## src/rtl/ck_pkg.sv

```systemverilog
package ck_pkg;
  typedef enum logic [1:0] {
    MODE_HIZ  = 2'b00,
    MODE_TEST = 2'b01,
    MODE_SLOW = 2'b10,
    MODE_FAST = 2'b11
  } mode_e;

  typedef enum logic [1:0] {
    PD_RUN    = 2'd0,
    PD_DOWN   = 2'd1,
    PD_SETTLE = 2'd2
  } pd_state_e;
endpackage

```

## src/rtl/ck_testdiv.sv

```systemverilog
module ck_testdiv #(
  parameter int TDW = 4
) (
  input  logic           clk,
  input  logic           rst_n,
  input  logic           tclk_i,
  output logic [TDW-1:0] div_o
);
  logic           tclk_prev_q;
  logic [TDW-1:0] cnt_q, cnt_d;
  logic           step;

  assign step = tclk_i & ~tclk_prev_q;

  always_comb begin
    cnt_d = cnt_q;
    if (step) cnt_d = cnt_q + 1'b1;
  end

  always_ff @(posedge clk or negedge rst_n) begin
    if (!rst_n) begin
      tclk_prev_q <= 1'b0;
      cnt_q       <= '0;
    end else begin
      tclk_prev_q <= tclk_i;
      cnt_q       <= cnt_d;
    end
  end

  assign div_o = cnt_q;
endmodule

```

## src/rtl/ck_pdseq.sv

```systemverilog
module ck_pdseq
  import ck_pkg::*;
#(
  parameter int SW = 8
) (
  input  logic          clk,
  input  logic          rst_n,
  input  logic          pd_n,
  input  logic          cpu_src,
  input  logic [SW-1:0] settle_len,
  output logic          stop_o,
  output logic          pd_sync_o
);
  logic [1:0]  sync_q;
  logic        cpu_prev_q;
  logic        low_q, low_d;
  pd_state_e   state_q, state_d;
  logic [SW-1:0] cnt_q, cnt_d;
  logic        pd_sync, cpu_rise;

  assign pd_sync  = sync_q[1];
  assign cpu_rise = cpu_src & ~cpu_prev_q;

  always_comb begin
    state_d = state_q;
    low_d   = low_q;
    cnt_d   = cnt_q;
    case (state_q)
      PD_RUN: begin
        if (cpu_rise) begin
          if (!pd_sync) begin
            if (low_q) begin
              state_d = PD_DOWN;
              low_d   = 1'b0;
            end else begin
              low_d = 1'b1;
            end
          end else begin
            low_d = 1'b0;
          end
        end
      end
      PD_DOWN: begin
        if (pd_sync) begin
          state_d = PD_SETTLE;
          cnt_d   = '0;
        end
      end
      PD_SETTLE: begin
        if (!pd_sync)                state_d = PD_DOWN;
        else if (cnt_q == settle_len) state_d = PD_RUN;
        else                          cnt_d   = cnt_q + 1'b1;
      end
      default: state_d = PD_RUN;
    endcase
  end

  always_ff @(posedge clk or negedge rst_n) begin
    if (!rst_n) begin
      sync_q     <= 2'b11;
      cpu_prev_q <= 1'b0;
      low_q      <= 1'b0;
      state_q    <= PD_RUN;
      cnt_q      <= '0;
    end else begin
      sync_q     <= {sync_q[0], pd_n};
      cpu_prev_q <= cpu_src;
      low_q      <= low_d;
      state_q    <= state_d;
      cnt_q      <= cnt_d;
    end
  end

  assign stop_o    = (state_q != PD_RUN);
  assign pd_sync_o = pd_sync;
endmodule

```

## src/rtl/ck_lane.sv

```systemverilog
module ck_lane (
  input  logic clk,
  input  logic rst_n,
  input  logic src,
  input  logic want,
  output logic out_o
);
  logic gate_q, gate_d;
  logic out_q, out_d;

  always_comb begin
    gate_d = gate_q;
    if (!src) gate_d = want;
    out_d = src & gate_q;
  end

  always_ff @(posedge clk or negedge rst_n) begin
    if (!rst_n) begin
      gate_q <= 1'b0;
      out_q  <= 1'b0;
    end else begin
      gate_q <= gate_d;
      out_q  <= out_d;
    end
  end

  assign out_o = out_q;
endmodule

```

## src/rtl/ck_outgate.sv

```systemverilog
module ck_outgate
  import ck_pkg::*;
#(
  parameter int NCPU  = 3,
  parameter int NSD   = 8,
  parameter int NHUB  = 2,
  parameter int NPCI  = 7,
  parameter int NAPIC = 2,
  parameter int NUSB  = 2,
  parameter int SW    = 8,
  parameter int TDW   = 4,
  localparam int NEN  = NCPU + NSD + NHUB + NPCI + NAPIC + NUSB
) (
  input  logic             clk,
  input  logic             rst_n,
  input  logic             pd_n,
  input  logic [1:0]       fsel,
  input  logic             apic_strap,
  input  logic [SW-1:0]    settle_len,
  input  logic [NEN-1:0]   en,
  input  logic             cpu_lo_i,
  input  logic             cpu_hi_i,
  input  logic             sdram_i,
  input  logic             hub_i,
  input  logic             pci_i,
  input  logic             usb_i,
  input  logic             ref_i,
  input  logic             tclk_i,
  output logic [NCPU-1:0]  cpu_o,
  output logic [NSD-1:0]   sdram_o,
  output logic             sdram_free_o,
  output logic [NHUB-1:0]  hub_o,
  output logic [NPCI-1:0]  pci_o,
  output logic [NAPIC-1:0] apic_o,
  output logic [NUSB-1:0]  usb_o,
  output logic             ref_o,
  output logic             pad_oe
);
  localparam int O_SD   = NCPU;
  localparam int O_HUB  = O_SD + NSD;
  localparam int O_PCI  = O_HUB + NHUB;
  localparam int O_APIC = O_PCI + NPCI;
  localparam int O_USB  = O_APIC + NAPIC;
  localparam int L_FREE = NEN;
  localparam int L_REF  = NEN + 1;
  localparam int NL     = NEN + 2;

  mode_e          mode;
  logic           test;
  logic [TDW-1:0] tdiv;
  logic           stop_w, pd_sync_w;
  logic           cpu_src, sd_src, hub_src, pci_src, apic_src, usb_src, ref_src;
  logic           pci_prev_q, half_q, half_d;
  logic           strap_q, strap_d, taken_q, taken_d;
  logic           oe_q, oe_d;
  logic [NL-1:0]  lane_src, lane_want, lane_out;

  assign mode = mode_e'(fsel);
  assign test = (mode == MODE_TEST);

  ck_testdiv #(.TDW(TDW)) u_tdiv (
    .clk(clk), .rst_n(rst_n), .tclk_i(tclk_i), .div_o(tdiv)
  );

  ck_pdseq #(.SW(SW)) u_pd (
    .clk(clk), .rst_n(rst_n), .pd_n(pd_n), .cpu_src(cpu_src),
    .settle_len(settle_len), .stop_o(stop_w), .pd_sync_o(pd_sync_w)
  );

  // Source selection per output class
  always_comb begin
    cpu_src  = test ? tdiv[0] : (fsel[0] ? cpu_hi_i : cpu_lo_i);
    sd_src   = test ? tdiv[1] : sdram_i;
    hub_src  = test ? tdiv[1] : hub_i;
    pci_src  = test ? tdiv[2] : pci_i;
    apic_src = test ? tdiv[3] : (strap_q ? pci_i : half_q);
    usb_src  = test ? tdiv[0] : usb_i;
    ref_src  = test ? tclk_i  : ref_i;
  end

  // Half-rate divider, strap capture and pad enable
  always_comb begin
    half_d  = half_q;
    if (pci_i && !pci_prev_q) half_d = ~half_q;
    strap_d = strap_q;
    taken_d = taken_q;
    if (!taken_q) begin
      strap_d = apic_strap;
      taken_d = 1'b1;
    end
    oe_d = (mode != MODE_HIZ);
  end

  always_ff @(posedge clk or negedge rst_n) begin
    if (!rst_n) begin
      pci_prev_q <= 1'b0;
      half_q     <= 1'b0;
      strap_q    <= 1'b0;
      taken_q    <= 1'b0;
      oe_q       <= 1'b0;
    end else begin
      pci_prev_q <= pci_i;
      half_q     <= half_d;
      strap_q    <= strap_d;
      taken_q    <= taken_d;
      oe_q       <= oe_d;
    end
  end

  // Lane source and request mapping
  always_comb begin
    for (int i = 0; i < NEN; i++) begin
      if (i < O_SD)        lane_src[i] = cpu_src;
      else if (i < O_HUB)  lane_src[i] = sd_src;
      else if (i < O_PCI)  lane_src[i] = hub_src;
      else if (i < O_APIC) lane_src[i] = pci_src;
      else if (i < O_USB)  lane_src[i] = apic_src;
      else                 lane_src[i] = usb_src;
      lane_want[i] = en[i] & ~stop_w;
    end
    lane_src[L_FREE]  = sd_src;
    lane_want[L_FREE] = ~stop_w;
    lane_src[L_REF]   = ref_src;
    lane_want[L_REF]  = ~stop_w;
  end

  for (genvar g = 0; g < NL; g++) begin : g_lane
    ck_lane u_lane (
      .clk(clk), .rst_n(rst_n), .src(lane_src[g]),
      .want(lane_want[g]), .out_o(lane_out[g])
    );
  end

  assign cpu_o        = lane_out[0 +: NCPU];
  assign sdram_o      = lane_out[O_SD +: NSD];
  assign hub_o        = lane_out[O_HUB +: NHUB];
  assign pci_o        = lane_out[O_PCI +: NPCI];
  assign apic_o       = lane_out[O_APIC +: NAPIC];
  assign usb_o        = lane_out[O_USB +: NUSB];
  assign sdram_free_o = lane_out[L_FREE];
  assign ref_o        = lane_out[L_REF];
  assign pad_oe       = oe_q;
endmodule

```

## config.mk

```make
export PLATFORM = sky130hd
export DESIGN_NAME = ck_outgate
export DESIGN_NICKNAME = d
export VERILOG_FILES = /design/src/rtl/ck_pkg.sv /design/src/rtl/ck_testdiv.sv /design/src/rtl/ck_pdseq.sv /design/src/rtl/ck_lane.sv /design/src/rtl/ck_outgate.sv
export SDC_FILE = /design/constraint.sdc
export NUM_CORES = 1
export LEC_CHECK = 0
export BUFFER_PORTS_ARGS = -buffer_cell sky130_fd_sc_hd__buf_2
export CAP_MARGIN = 25
export CORE_MARGIN = 3
export CORE_UTILIZATION = 35
export DETAILED_ROUTE_END_ITERATION = 6
export PLACE_DENSITY = 0.59
export RECOVER_POWER = 25
export SETUP_SLACK_MARGIN = 0.3
export SYNTH_ARGS = -nofsm -noshare
export SYNTH_HDL_FRONTEND = slang
export SYNTH_SLANG_ARGS = --single-unit
```

## constraint.sdc

```tcl
create_clock -name clk -period 3 [get_ports clk]
set_input_delay 0.9 -clock clk [delete_from_list [all_inputs] [get_ports clk]]
set_output_delay 0.9 -clock clk [all_outputs]
set_load 0.02 [all_outputs]
```

==> summary.txt, run 1 <==
Synthesis
  – Net count after synthesis: ~320
  – Synth cell types: 40
  – Syn Area/Cell: 11.8 um2
  – Top cell type's share of synthesized area: 0.579
  – Dominant cell type by area after synthesis: dfrtp_1
  – YS warnings: 0
  – Area of the mapped netlist: 0.00320 mm2
  – Synth top area cells: dfrtp_1 58%, buf_4 5.6%, a21o_1 4.5%, nor2b_1 3.7%, xnor2_1 3.3%
  – Sequential share of the synthesized area: 0.595
  – Yosys reg bits: 76
  – Post-Synthesis Cells: 271

Clocking
  – TritonCTS clock tree: done
  – Clock transition at path regs: 0.08 ns
  – CTS root buf: clkbuf_8
  – Clock Tree Buf Depth: 2
  – Setup Fix Bufs, Post-CTS: 0
  – Sink Count: 76
  – Post_cts resized: 0
  – Clk_lat worst skew: 0.34 ns
  – H-tree Lvls: 3
  – Total CTS buffers: 9
  – Hold-fix buffers at CTS: 0

STA
  – Actual slew at the worst max-slew pin: approximately 0.52 ns
  – Fin crit period: 2.21 ns
  – Max Clock Skew: about 0.011 ns
  – Fmax: 453 MHz
  – # setup viols final: 0
  – Final Cycle Share: 0.736
  – Max Slew Vio Count: 0
  – Final Hold Fails: 0
  – Max-slew headroom: 0.648
  – Setup TNS: 0 ns
  – RSZ-0062 raised after global routing: no

Cells and area
  – Final Instance Area: 0.00375 mm2
  – Number of diodes: 0
  – Commonest non-fill, non-tap cell in the layout: dfrtp_1
  – Fillers: 844
  – Layout area overhead: 17.1%
  – Share of cells above drive strength 1: 0.313
  – Commonest non-fill, non-tap cells in the layout: 74 x dfrtp_1, 69 x buf_2, 19 x nor2b_1, 19 x a21o_1, 16 x nand2_1
  – Nets: 375

Global routing
  – Grt ovf: 0
  – First-pass GRT wire length: 10400 um
  – GRT Overall Usage: 0.129
  – Initial antenna violation count: 0
  – Vias in the first global route: 2180
  – Largest net degree at the start of global routing: 77

Route
  – Vias: 2104
  – First-pass detailed-route iteration total: 4
  – Top Metal Used: met4
  – WL per Instance: 13.9 um
  – DRT Wirelength: 6130 um
  – Met1 WL: 2880 um
  – Final ANT Viol Nets: 0
  – Detailed-route DRC error count: 0
  – Routed wl met3: 393 um
  – Routed wl met2: 2760 um
  – Initial DRC count: roughly 100
  – Vias/cell: 4.78

Floorplan
  – Core Footprint: 0.00881 mm2
  – Starting Density: 0.363
  – Top-level I/O count: 73
  – DIE HEIGHT: 102 um
  – Rows: 34
  – Die W: ~100 um
  – Die area: a little over 0.01 mm2

Critical path
  – R2R setup slack: 1.01 ns
  – Reg2Reg Launch Point: u_pd.cnt_q[2]$_DFFE_PN0P_
  – CP Max Fanout: 8
  – Startpoint type of the worst setup path: primary input
  – Critical Path Max Stage Delay: roughly 0.46 ns
  – CP max stage cell: mux2_2
  – Crit path DAT: 2.48 ns
  – Crit end category: flop
  – Crit-path cells: buf_2 -> nand2b_1 -> mux2_2 -> nor2_1 -> a21o_1
  – CP Class: in -> reg
  – CP Launch Point: fsel[1]
  – Critical Path RT: 3.28 ns
  – Worst reg-to-reg path cell count: 5

Hold path
  – Hold Startpoint: u_pd.sync_q[0]$_DFF_PN1_
  – Worst hold path class: reg -> reg
  – Hold Path Stages: 0

Pwr
  – Leak Pwr: about 1.9 nW
  – Logic gate share of total power: 0.263
  – Clk pwr share: 0.261
  – Total Power: roughly 3.2 mW
  – Sequential share of power: 0.476
  – Total internal power: 2.15 mW
  – Peak VDD IR: around 0.41 mV
  – Sw Ratio: 0.319
  – Switching power: 1.01 mW
  – P per Cell Area: 842 mW/mm2

Place
  – Final HPWL DP: 4240 um
  – Placed instance area: 0.00351 mm2
  – PortBufs: 72
  – Gpl congestion: 0.840

Run
  – Count of max-cap constraint violations: 0

Outcome
  – Status: finished clean
area by class of cell:
cell class	instances	area, um2	share of cell area
clock buffers	13	169	0.0451
clock inverters	3	45.0	0.0120
inverters	5	18.8	0.00501
multi-input cells	159	1070	0.285
flip-flops and latches	76	1900	0.508
well taps	108	135	0.0361
repair buffers	76	407	0.109
per-stage QoR:
stage,cells,hold slack (ns),setup slack (ns),utilization
6_report,440,0.358,0.792,0.425
5_1_grt,440,0.361,0.639,0.425
4_1_cts,439,0.359,0.756,0.423
3_5_place_dp,423,0.347,0.387,0.399
3_3_place_gp,423,0.347,0.419,0.399
2_1_floorplan,271,0.345,0.739,-
final timing paths:
check / end
hold reg to reg: u_pd.sync_q[1]$_DFF_PN1_
min in group asynchronous: g_lane[3].u_lane.out_o$_DFF_PN0_
setup / recovery: g_lane[17].u_lane.gate_q$_DFFE_PN0N_
max in group asynchronous: u_pd.sync_q[1]$_DFF_PN1_
setup reg to reg: u_pd.cnt_q[6]$_DFFE_PN0P_
hold / removal: u_pd.sync_q[1]$_DFF_PN1_
cells in the mapped netlist:
cell type / n
or2_1: 1
nand2b_1: 2
and2_1: 11
o21ai_0: 6
nand3_1: 8
ha_1: 2
a21oi_2: 1
dfstp_2: 2
a31o_1: 2
nor2b_1: 19
dfrtp_1: 74
or2_2: 2
mux2_2: 3
nor4_4: 1
a21o_1: 19
nor2_1: 14
or4_1: 2
xor2_1: 1
or3b_1: 1
xnor2_1: 12
mux2i_1: 5
a32oi_1: 1
inv_1: 5
a311oi_2: 1
buf_4: 24
nand4_1: 2
a311o_1: 1
buf_2: 2
a21oi_1: 5
conb_1: 1
a31o_2: 6
o211ai_1: 1
nand4b_1: 2
o311ai_0: 3
a31oi_1: 3
nand2_1: 16
nor3_1: 3
nor4b_1: 1
nor3b_1: 1
clkbuf_1: 5
critical path: cells and delay by family:
| family | cells | cell delay [ns] |
|---|---|---|
| buffers and inverters | 1 | 0.10 |
| and+or+nand+nor | 2 | 0.82 |
| AOI/OAI and AO/OA | 1 | 0.19 |
| muxes | 1 | 0.46 |
flip-flops by register name, indices dropped and copies added (netlist names):
register / flops
g_lane.u_lane.gate_q: 26
g_lane.u_lane.out_o: 26
half_q: 1
pad_oe: 1
pci_prev_q: 1
strap_q: 1
taken_q: 1
u_pd.cnt_q: 8
u_pd.cpu_prev_q: 1
u_pd.low_q: 1
u_pd.state_q: 2
u_pd.sync_q: 2
u_tdiv.div_o: 4
u_tdiv.tclk_prev_q: 1
per-layer routing:
metal,vias to the layer above,track usage
met4,0,0.0613
met5,-,0
li1,1008,-
met2,63,0.194
met3,10,0.0379
met1,1023,0.171
power groups by stage:
stage          Clock (mW)  Combinational, mW  Sequential (mW)
6_report            0.823              0.830             1.50
4_1_cts             0.853              0.845             1.50
2_1_floorplan           0              0.715             1.47
5_1_grt             0.898              0.938             1.54
3_5_place_dp            0              0.844             1.52
3_3_place_gp            0              0.829             1.52
logic make-up (layout without fill, tap and decap cells):
group | Yosys count | in the layout | share of synthesized area
flops | 76 | 76 | 0.595
fa+ha+maj | 2 | 2 | 0.00782
compound gates | 49 | 49 | 0.113
simple gates | 86 | 86 | 0.149
xor+xnor | 13 | 13 | 0.0356
buf+inv | 36 | 97 | 0.0712
other cells | 1 | 1 | 0.00117
mux | 8 | 8 | 0.0262
(Power assumes the default switching activity.)
==> run 2, diff against run 1 <==
clock period = 2.1 ns   (was 3 ns; I/O delays follow)
==> run 2 against run 1 <==
Sequential cell count unchanged. Register-to-register slack got worse by 0.65 ns. Worst setup slack got worse by 0.43 ns. Critical endpoint is now u_pd.cnt_q[3]$_DFFE_PN0P_. Largest cell class unchanged. Largest power group unchanged.
==> summary.txt, run 2 (synthesis results as in run 1) <==
Clocking
  – Clock transition at path regs: 0.08 ns
  – Clk_lat worst skew: 0.35 ns
  – Clock Tree Buf Depth: 2
  – Sink Count: 76
  – H-tree Lvls: 3
  – Total CTS buffers: 9
  – CTS root buf: clkbuf_8
  – TritonCTS clock tree: done
  – Hold-fix buffers at CTS: 0

Cells and area
  – Non-Filler Instances: 453
  – Number of diodes: 0
  – Layout area overhead: 20.1%
  – Final Instance Area: 0.00384 mm2
  – Nets: 388
  – Commonest non-fill, non-tap cells in the layout: 68 x dfrtp_1, 68 x buf_2, 19 x nor2b_1, 19 x a21o_1, 15 x nand2_1
  – Finished Core Util: 0.436
  – Share of cells above drive strength 1: 0.374

Route
  – WL per Instance: about 13 um
  – Detailed-route DRC error count: 0
  – DRT Wirelength: 6050 um
  – First-pass detailed-route iteration total: 4
  – Final ANT Viol Nets: 0
  – Vias: 2154
  – Vias/cell: 4.75
  – Initial DRC count: 54

Critical path
  – CP Max Fanout: 7
  – Startpoint type of the worst setup path: flop
  – Crit end category: flop
  – CP Class: reg -> reg
  – Critical Path RT: between 2 and 2.5 ns
  – Crit path DAT: between 1.5 and 2 ns

STA
  – Fin crit period: 1.74 ns
  – Max-slew headroom: 0.409
  – Final setup margin: 0.359 ns
  – Final Cycle Share: 0.829
  – Actual slew at the worst max-slew pin: slightly below 0.9 ns
  – Max Clock Skew: 0.00952 ns
  – Hold Slack: 0.357 ns
  – Fmax: 574 MHz
  – Max Slew Vio Count: 0
  – RSZ-0062 raised after global routing: yes
  – Setup TNS: 0 ns
  – # setup viols final: 0
  – Final Hold Fails: 0

Global routing
  – Initial antenna violation count: 0
  – Largest net degree at the start of global routing: 42
  – GRT Overall Usage: 0.128
  – First-pass GRT wire length: 10200 um
  – Grt ovf: 0
  – Vias in the first global route: 2103

Pwr
  – Leak Pwr: approximately 1.9 nW
  – P per Cell Area: 1150 mW/mm2
  – Peak VDD IR: 0.450 mV
  – Total Power: 4.43 mW

Floorplan
  – Rows: 34
  – Die W: about 100 um
  – Core Footprint: 0.00881 mm2
  – DIE HEIGHT: slightly above 100 um
  – Die area: 0.0103 mm2
  – Starting Density: 0.363
  – Top-level I/O count: 73

Hold path
  – Worst hold path class: reg -> reg

Place
  – PortBufs: 72
  – Placed cells: 430
  – Final HPWL DP: 4320 um
  – Placed instance area: 0.00359 mm2
  – Gpl congestion: between 0.8 and 0.9
  – Post-place setup slack: 0.00808 ns

Run
  – Count of max-cap constraint violations: 0

Outcome
  – Status: finished clean
run 2: cell count changes in the layout (fill, tap and decap cells not counted), sizes merged:
cell	change
clkinvlp	+1
inv	+1
buf	+11
bufinv	-1
clkinv	+1
run 2: timing repair:
item                       CTS  global route
pin swaps                    0             4
gates resized for setup      5             9
setup buffers                4             3
setup endpoints to repair    2             6
gates cloned                 0             0
run 2: cell type report:
class                      count  area (um2)
clock buffer                  11         131
timing repair buffer          89         492
clock inverter                 5        36.3
sequential                    76        1910
inverter                       5        18.8
multi-input combinational    159        1120
tap                          108         135
fill                         845        4960
run 2: critical path, stage by stage, from the launching register on:
cell	delay [ns]
dfrtp_2	0.44
xnor2_2	0.14
nand2_2	0.08
or4_4	0.55
buf_6	0.16
a32oi_1	0.19
nand2_1	0.07
run 2: path summary, 6_finish.rpt:
| path | startpoint | endpoint | slack, ns | depth (start not counted) |
|---|---|---|---|---|
| worst max-delay path | u_pd.cnt_q[0]$_DFFE_PN0P_ | u_pd.cnt_q[3]$_DFFE_PN0P_ | 0.36 | 6 |
| worst min-delay path | u_pd.sync_q[0]$_DFF_PN1_ | u_pd.sync_q[1]$_DFF_PN1_ | 0.36 | 0 |
| worst max register to register | u_pd.cnt_q[0]$_DFFE_PN0P_ | u_pd.cnt_q[3]$_DFFE_PN0P_ | 0.36 | 6 |
| worst min register to register | u_pd.sync_q[0]$_DFF_PN1_ | u_pd.sync_q[1]$_DFF_PN1_ | 0.36 | 0 |
| max in group asynchronous | rst_n | g_lane[24].u_lane.gate_q$_DFFE_PN0N_ | 0.56 | 2 |
| min in group asynchronous | rst_n | u_pd.cnt_q[1]$_DFFE_PN0P_ | 0.40 | 1 |
run 2: power by group:
part           internal [mW]  switching, mW
Sequential              1.90          0.235
Clock                  0.431          0.533
Combinational          0.621          0.708
run 2: metal layers:
layer  vias to the layer above  wire length, um  GRT usage
li1                       1038                -          -
met1                      1053             2750      0.173
met2                        52             2790      0.185
met3                        11              358     0.0372
met4                         0              147     0.0706
met5                         -                0          0
